[config.mk]
export PLATFORM = sky130hd
export DESIGN_NAME = dbgreg_guard
export DESIGN_NICKNAME = d
export VERILOG_FILES = /design/src/rtl/dbg_guard_pkg.sv /design/src/rtl/dbg_acc_arbiter.sv /design/src/rtl/dbg_bkpt_file.sv /design/src/rtl/dbg_stat_ctrl.sv /design/src/rtl/dbgreg_guard.sv
export SDC_FILE = /design/constraint.sdc
export NUM_CORES = 1
export LEC_CHECK = 0
export ABC_CLOCK_PERIOD_IN_PS = 4980
export BUFFER_PORTS_ARGS = -buffer_cell sky130_fd_sc_hd__buf_4
export CAP_MARGIN = 30
export CORE_MARGIN = 3
export CORE_UTILIZATION = 51
export DETAILED_ROUTE_END_ITERATION = 10
export PLACE_DENSITY_LB_ADDON = 0.05
export SYNTH_ARGS = -nofsm -noshare
export SYNTH_HDL_FRONTEND = slang
export SYNTH_SLANG_ARGS = --single-unit
[constraint.sdc]
create_clock -name clk -period 4.98 [get_ports clk]
set_clock_uncertainty 0.05 [all_clocks]
set_input_delay 1.245 -clock clk [delete_from_list [all_inputs] [get_ports clk]]
set_output_delay 1.245 -clock clk [all_outputs]
set_load 0.05 [all_outputs]
[src/rtl/dbg_guard_pkg.sv]
package dbg_guard_pkg;
  localparam int unsigned DATA_W = 32;
  localparam int unsigned IDX_W  = 3;

  typedef enum logic [2:0] {
    ACT_NONE,
    ACT_DEFER,
    ACT_BLOCK,
    ACT_READ,
    ACT_WRITE
  } act_e;

  typedef struct packed {
    logic              valid;
    logic              write;
    logic [IDX_W-1:0]  idx;
    logic [DATA_W-1:0] wdata;
  } acc_t;
endpackage

[src/rtl/dbg_acc_arbiter.sv]
// Chooses the access to act on this cycle and classifies it.
// An access that meets an entry strobe is parked for one cycle and replayed.
module dbg_acc_arbiter
  import dbg_guard_pkg::*;
(
  input  logic clk,
  input  logic rst,
  input  acc_t req,
  input  logic entry_stb,
  input  logic guard_on,
  output acc_t eff,
  output act_e act,
  output logic defer_pending
);
  acc_t held_q;

  always_ff @(posedge clk) begin
    if (rst) begin
      held_q <= '0;
    end else if (eff.valid && entry_stb) begin
      held_q <= eff;
    end else begin
      held_q <= '0;
    end
  end

  assign defer_pending = held_q.valid;
  // The parked access wins; a fresh request in the replay cycle is dropped.
  assign eff = held_q.valid ? held_q : req;

  always_comb begin
    act = ACT_NONE;
    if (eff.valid) begin
      if (entry_stb)      act = ACT_DEFER;
      else if (guard_on)  act = ACT_BLOCK;
      else if (eff.write) act = ACT_WRITE;
      else                act = ACT_READ;
    end
  end
endmodule

[src/rtl/dbg_bkpt_file.sv]
// Breakpoint address registers: one write port, one asynchronous read port.
module dbg_bkpt_file #(
  parameter int unsigned NUM_BKPT = 4,
  parameter int unsigned DATA_W   = 32,
  localparam int unsigned SEL_W   = (NUM_BKPT > 1) ? $clog2(NUM_BKPT) : 1
) (
  input  logic              clk,
  input  logic              rst,
  input  logic              wr_en,
  input  logic [SEL_W-1:0]  wr_sel,
  input  logic [DATA_W-1:0] wr_data,
  input  logic [SEL_W-1:0]  rd_sel,
  output logic [DATA_W-1:0] rd_data
);
  logic [DATA_W-1:0] bank [NUM_BKPT];

  always_ff @(posedge clk) begin
    for (int i = 0; i < NUM_BKPT; i++) begin
      if (rst) begin
        bank[i] <= '0;
      end else if (wr_en && wr_sel == SEL_W'(i)) begin
        bank[i] <= wr_data;
      end
    end
  end

  assign rd_data = bank[rd_sel];
endmodule

[src/rtl/dbg_stat_ctrl.sv]
// Status and control registers: entry commit, refusal flag, software writes.
module dbg_stat_ctrl #(
  parameter int unsigned DATA_W   = 32,
  parameter int unsigned GD_BIT   = 13,
  parameter int unsigned BD_BIT   = 13,
  parameter logic [DATA_W-1:0] KEEP_MASK = 32'hFFFF_6FF0,
  parameter logic [DATA_W-1:0] EVT_MASK  = 32'h0000_E00F,
  parameter logic [DATA_W-1:0] STAT_RST  = 32'hFFFF_0FF0,
  parameter logic [DATA_W-1:0] CTRL_RST  = 32'h0000_0400
) (
  input  logic              clk,
  input  logic              rst,
  input  logic              entry_stb,
  input  logic [DATA_W-1:0] entry_events,
  input  logic              block_hit,
  input  logic              sw_wr_stat,
  input  logic              sw_wr_ctrl,
  input  logic [DATA_W-1:0] sw_wdata,
  output logic [DATA_W-1:0] stat_q,
  output logic [DATA_W-1:0] ctrl_q,
  output logic              guard_on
);
  always_ff @(posedge clk) begin
    if (rst) begin
      stat_q <= STAT_RST;
      ctrl_q <= CTRL_RST;
    end else if (entry_stb) begin
      stat_q         <= (stat_q & KEEP_MASK) | (entry_events & EVT_MASK);
      ctrl_q[GD_BIT] <= 1'b0;
    end else begin
      if (block_hit)  stat_q[BD_BIT] <= 1'b1;
      if (sw_wr_stat) stat_q <= sw_wdata;
      if (sw_wr_ctrl) ctrl_q <= sw_wdata;
    end
  end

  assign guard_on = ctrl_q[GD_BIT];
endmodule

[src/rtl/dbgreg_guard.sv]
module dbgreg_guard
  import dbg_guard_pkg::*;
#(
  parameter int unsigned NUM_BKPT = 4,
  parameter int unsigned GD_BIT   = 13,
  parameter int unsigned BD_BIT   = 13,
  parameter logic [DATA_W-1:0] KEEP_MASK = 32'hFFFF_6FF0,
  parameter logic [DATA_W-1:0] EVT_MASK  = 32'h0000_E00F,
  parameter logic [DATA_W-1:0] STAT_RST  = 32'hFFFF_0FF0,
  parameter logic [DATA_W-1:0] CTRL_RST  = 32'h0000_0400,
  localparam int unsigned SEL_W = (NUM_BKPT > 1) ? $clog2(NUM_BKPT) : 1
) (
  input  logic              clk,
  input  logic              rst,
  input  logic              acc_valid,
  input  logic              acc_write,
  input  logic [IDX_W-1:0]  acc_idx,
  input  logic [DATA_W-1:0] acc_wdata,
  input  logic              entry_stb,
  input  logic [DATA_W-1:0] entry_events,
  output logic              rd_valid,
  output logic [DATA_W-1:0] rd_data,
  output logic              exc_req,
  output logic [IDX_W:0]    exc_cause,
  output logic [DATA_W-1:0] dbg_status,
  output logic [DATA_W-1:0] dbg_ctrl
);
  acc_t              req, eff;
  act_e              act;
  logic              defer_pending;
  logic              guard_on;
  logic              is_bkpt, is_ctrl;
  logic              block_hit;
  logic [DATA_W-1:0] bk_rd, rd_mux;

  assign req = '{valid: acc_valid, write: acc_write, idx: acc_idx, wdata: acc_wdata};

  dbg_acc_arbiter u_arb (
    .clk           (clk),
    .rst           (rst),
    .req           (req),
    .entry_stb     (entry_stb),
    .guard_on      (guard_on),
    .eff           (eff),
    .act           (act),
    .defer_pending (defer_pending)
  );

  // Index decode: low indices hit breakpoints, the rest alternate status/control.
  assign is_bkpt   = eff.idx < IDX_W'(NUM_BKPT);
  assign is_ctrl   = !is_bkpt && eff.idx[0];
  assign block_hit = (act == ACT_BLOCK);

  dbg_bkpt_file #(
    .NUM_BKPT (NUM_BKPT),
    .DATA_W   (DATA_W)
  ) u_bkpt (
    .clk     (clk),
    .rst     (rst),
    .wr_en   ((act == ACT_WRITE) && is_bkpt),
    .wr_sel  (eff.idx[SEL_W-1:0]),
    .wr_data (eff.wdata),
    .rd_sel  (eff.idx[SEL_W-1:0]),
    .rd_data (bk_rd)
  );

  dbg_stat_ctrl #(
    .DATA_W    (DATA_W),
    .GD_BIT    (GD_BIT),
    .BD_BIT    (BD_BIT),
    .KEEP_MASK (KEEP_MASK),
    .EVT_MASK  (EVT_MASK),
    .STAT_RST  (STAT_RST),
    .CTRL_RST  (CTRL_RST)
  ) u_sc (
    .clk          (clk),
    .rst          (rst),
    .entry_stb    (entry_stb),
    .entry_events (entry_events),
    .block_hit    (block_hit),
    .sw_wr_stat   ((act == ACT_WRITE) && !is_bkpt && !is_ctrl),
    .sw_wr_ctrl   ((act == ACT_WRITE) && is_ctrl),
    .sw_wdata     (eff.wdata),
    .stat_q       (dbg_status),
    .ctrl_q       (dbg_ctrl),
    .guard_on     (guard_on)
  );

  assign rd_mux = is_bkpt ? bk_rd : (is_ctrl ? dbg_ctrl : dbg_status);

  always_ff @(posedge clk) begin
    if (rst) begin
      rd_valid  <= 1'b0;
      rd_data   <= '0;
      exc_req   <= 1'b0;
      exc_cause <= '0;
    end else begin
      rd_valid <= (act == ACT_READ);
      exc_req  <= block_hit;
      if (act == ACT_READ) rd_data   <= rd_mux;
      if (block_hit)       exc_cause <= {eff.write, eff.idx};
    end
  end
endmodule

==> metrics.sh <==
CRIT_PATH_START_KIND='primary input'
SHARE_CLK_OF_TOTAL_POWER_PCT=40.7
POST_SYNTH_NUM_CELL_TYPES=50
CTS_HOLD_BUF=0
CTS_REPAIR_RESIZE_COUNT=0
ROUTE.DETAILED.DRC=0
SLOWEST_DELAY_NS=0.76
SYNTH-SEQ-AREA-SHARE_PCT=59.70
CLOCK_SINK_COUNT=267
GROUTE.USAGE.OVERALL_PCT=25.09
COUNT_OF_STATE_ELEMENTS_AFTER_SYNTHESIS=267
GRT_FIRST_PASS_WIRELENGTH_UM=47000
USE_MET1_PCT=33.15
TIMING.FINAL.CRIT_PERIOD_NS=3.361
LAYOUT_COMMON_CELLS='206 x sky130_fd_sc_hd__nor2_1, 168 x sky130_fd_sc_hd__buf_4, 138 x sky130_fd_sc_hd__dfxtp_1'
DRT_ITER0_MARKERS=491
NUMBER_OF_ENABLE_FLIP_FLOP_CELLS_AFTER_SYNTHESIS=128
SLOWEST_STAGE='sky130_fd_sc_hd__o31ai_4'
MAXIMUM_COUNT_OF_CLOCK_BUFFERS_ALONG_A_SINGLE_PATH=3
WORSTMARGINPINSLEW_NS=0.9775
POWER.SHARE.SEQUENTIAL_PCT=48.1
MIN_PERIOD_OVER_PERIOD_PCT=67.48
DETAIL_ROUTE.VIAS_PER_CELL=5.807
WIRELENGTH_UM=30340
CP.BUFFERS_INVERTERS=2
LEAKAGEPOWER_nW=5.251
HTREEDEPTH=1
RELSLEWSLACK_PCT=33.44
FF_LATCH_AREA_UM2=6630
ROWS=53
TIMING_HOLD_VIOLATIONS_FINAL=0
DIE_H_UM=153.5
TIMING.RR.START='u_arb.defer_pending'
MAXCAPVIOLATIONS=0
CRITPATHMOSTFREQUENTCELL='sky130_fd_sc_hd__buf_4'
FF2FF_PATH_DEPTH=5
HOLD-PATH-CELL-COUNT=1
GRTUSAGEMET3_PCT=3.800
P_SWITCHING_W=0.001266
HOLD_PATH_STARTPOINT='rd_data[25]'
FIRST_GLOBAL_VIAS=8148
WORST_SLACK_NS=1.619
DETAIL-ROUTE-ANTENNA-NETS=0
N_ANTENNA_CELL=0
FLOORPLAN.INITIALDENSITY_PCT=52.31
YOSYSWARNINGCOUNT=0
POSTCTSSETUPREPAIRBUFS=0
CP.ARRIVAL_NS=3.51
STDCELL_COUNT=1408
SYNTHCELLS=988
N_FILL_CELL=1790
PLACE.PORT_BUFFERS=148
CELL_INTERNAL_POWER_DISSIPATION_W=0.003785
FINAL_NETS=1183
DRT_PRE_ANTENNA_ITERS=5
NUMBER_OF_ANTENNA_VIOLATIONS_AT_THE_FIRST_CHECK_IN_GLOBAL_ROUTING=0
WORST_SETUP_HOLD_PATH_CLK_SLEW_NS=0.06
CLOCK.FMAX_GHz=0.2976
DP_WORST_SETUP_SLACK_NS=0.8942
CTS_INSERTED_BUFFERS=28
R2R_SETUP_SLACK_NS=1.71
PWR-SHARE-COMB_PCT=11.2
MULTI_INPUT_COMB_AREA_UM2=4153
LAYOUT.CELLS.MOST_COMMON='sky130_fd_sc_hd__nor2_1'
HOLD_PATH_CLASS='flip-flop to flip-flop'
CRIT_TYPE='primary input to flip-flop'
CLOCK_LATENCY_NS=0.53
SYNTH_TOP_FLOP_CELL='sky130_fd_sc_hd__dfxtp_1'
DIE_WIDTH_UM=153.5
GROUTE.LAYER.MET2.USAGE_PCT=43.49
SYNTH-ASYNC-RESET-RATIO_PCT=0
GRT_START_MAX_NET_PINS=57
GRT_MOST_USED_LAYER='met2'
POWER.SHARE.SWITCHING_PCT=25.07
OUTCOME='finished clean'
SYN-CELL-AREA_UM2=11100
DIE-AREA_UM2=23570
FINAL_LAYOUT_SIZE_SUFFIX_GT1_SHARE_PCT=24.10
PLACE_INST=1355
FIN_MAX_SLEW_VIOS=0
ENDPOINT_KIND='flip-flop'
NUM_VIAS=8176
CTS_ROOT_BUF='sky130_fd_sc_hd__clkbuf_16'
RSZ0062_AT_GRT='false'
PLACE.GP.CONGESTION=0.8140
BOUNDARYPINS=174
CRITICAL_PATH_REQUIRED_NS=5.13
HPWL_UM=18070
ROUTE.DETAILED.WL_PER_INST_UM=21.55
SYNTH_AREA_PER_CELL_UM2=11.23
OVERFLOW=0
CRIT_PATH_START='entry_stb'
CRITICAL-PATH-TOP-DELAY-FAMILY='compound AO/OA/AOI/OAI gates'
PEAKVDDDROP_uV=284.5
PATH_MAX_FANOUT=20
WORSTPATHCELLLIST='buf_4 > or2_2 > a21oi_1 > nand2_1 > o31ai_4 > buf_4'
REGTOREGENDPOINT='u_bkpt.bank[0][22]'
SETUP_VIOL=0
SYNTHTOLAYOUTAREAGROWTH_PCT=20.53
HOLD_END='rd_data[25]'
SYN-NUM-NETS=1060
CTS_TREE='built'
POWER_DENSITY_nW_PER_UM2=377.6
AREA_OF_THE_CORE_REGION_UM2=21220
==> worst max path at each step <==
stage	cells past startpoint	slack, ns	to
finish	6	1.62	u_bkpt.bank[0][22]
global route	6	1.47	u_bkpt.bank[0][30]
CTS	6	1.47	u_bkpt.bank[1][24]
detailed placement	6	0.89	u_bkpt.bank[1][29]
global placement	6	0.91	u_bkpt.bank[1][19]
floorplan	5	-0.15	u_bkpt.bank[0][0]
==> cell usage after synthesis, types with 23 or more instances <==
cell / count / area share [%]
sky130_fd_sc_hd__o211ai_1: 25 / 1.7
sky130_fd_sc_hd__nor2_1: 207 / 7.0
sky130_fd_sc_hd__a31oi_1: 31 / 1.7
sky130_fd_sc_hd__mux2i_1: 82 / 7.4
sky130_fd_sc_hd__dfxtp_1: 139 / 25
sky130_fd_sc_hd__o22a_1: 24 / 1.9
sky130_fd_sc_hd__edfxtp_1: 128 / 35
sky130_fd_sc_hd__a211oi_1: 36 / 2.4
sky130_fd_sc_hd__nand2_1: 71 / 2.4
sky130_fd_sc_hd__buf_2: 23 / 1.0
sky130_fd_sc_hd__o21ai_0: 35 / 1.6
sky130_fd_sc_hd__clkbuf_1: 41 / 1.4
sky130_fd_sc_hd__mux2_2: 33 / 3.3
==> sequential cells by signal (all words and copies together), names as in the netlist <==
register,count
u_bkpt.bank,128
u_arb.held_q,36
u_sc.ctrl_q,32
exc_req,1
u_arb.defer_pending,1
exc_cause,4
u_sc.stat_q,32
rd_data,32
rd_valid,1
==> cell families (layout without fill, tap and decap cells) <==
family / Yosys count / in the layout / synth area share (%)
AO/OA/AOI/OAI: 187 / 187 / 12.39
buffers and inverters: 82 / 227 / 3.720
flip-flops: 267 / 267 / 59.70
multiplexers: 119 / 119 / 11.33
AND/OR/NAND/NOR: 333 / 333 / 12.86
==> area by class of cell <==
class	instances	area share, %
Sequential cell	267	49.56
Multi-Input combinational cell	639	31.04
Timing Repair Buffer	171	9.811
Clock buffer	38	6.210
Tap cell	275	2.572
Clock inverter	14	0.6921
Inverter	4	0.1122
==> power groups by stage <==
| stage | Sequential (W) | Clock [W] | Combinational, W |
|---|---|---|---|
| CTS | 0.00243 | 0.00208 | 0.000566 |
| global route | 0.00244 | 0.00217 | 0.000601 |
| finish | 0.00243 | 0.00206 | 0.000563 |
| floorplan | 0.00257 | 0 | 0.000272 |
| global placement | 0.00247 | 0 | 0.000558 |
| detailed placement | 0.00248 | 0 | 0.000563 |
==> layer usage <==
metal | share of wire, % | routed length [um]
met4 | 2.5 | 744
met5 | 0 | 0
met3 | 6.7 | 2031
met2 | 49 | 14730
met1 | 42 | 12830
==> metrics by stage <==
| step | area (um^2) | utilization, % | hold WS [ns] | total power [W] | setup TNS [ns] |
|---|---|---|---|---|---|
| final | 13380 | 63.04 | 0.4191 | 0.005052 | 0 |
| after global routing | 13380 | 63.04 | 0.4558 | 0.005211 | 0 |
| after CTS | 13370 | 62.99 | 0.4240 | 0.005080 | 0 |
| after detailed placement | 12440 | 58.64 | 0.4100 | 0.003039 | 0 |
| after global placement | 12420 | 58.51 | 0.4044 | 0.003032 | 0 |
| after floorplan | 11100 | - | 0.4484 | 0.002841 | -14.50 |
Power figures use the tool's default switching activity.
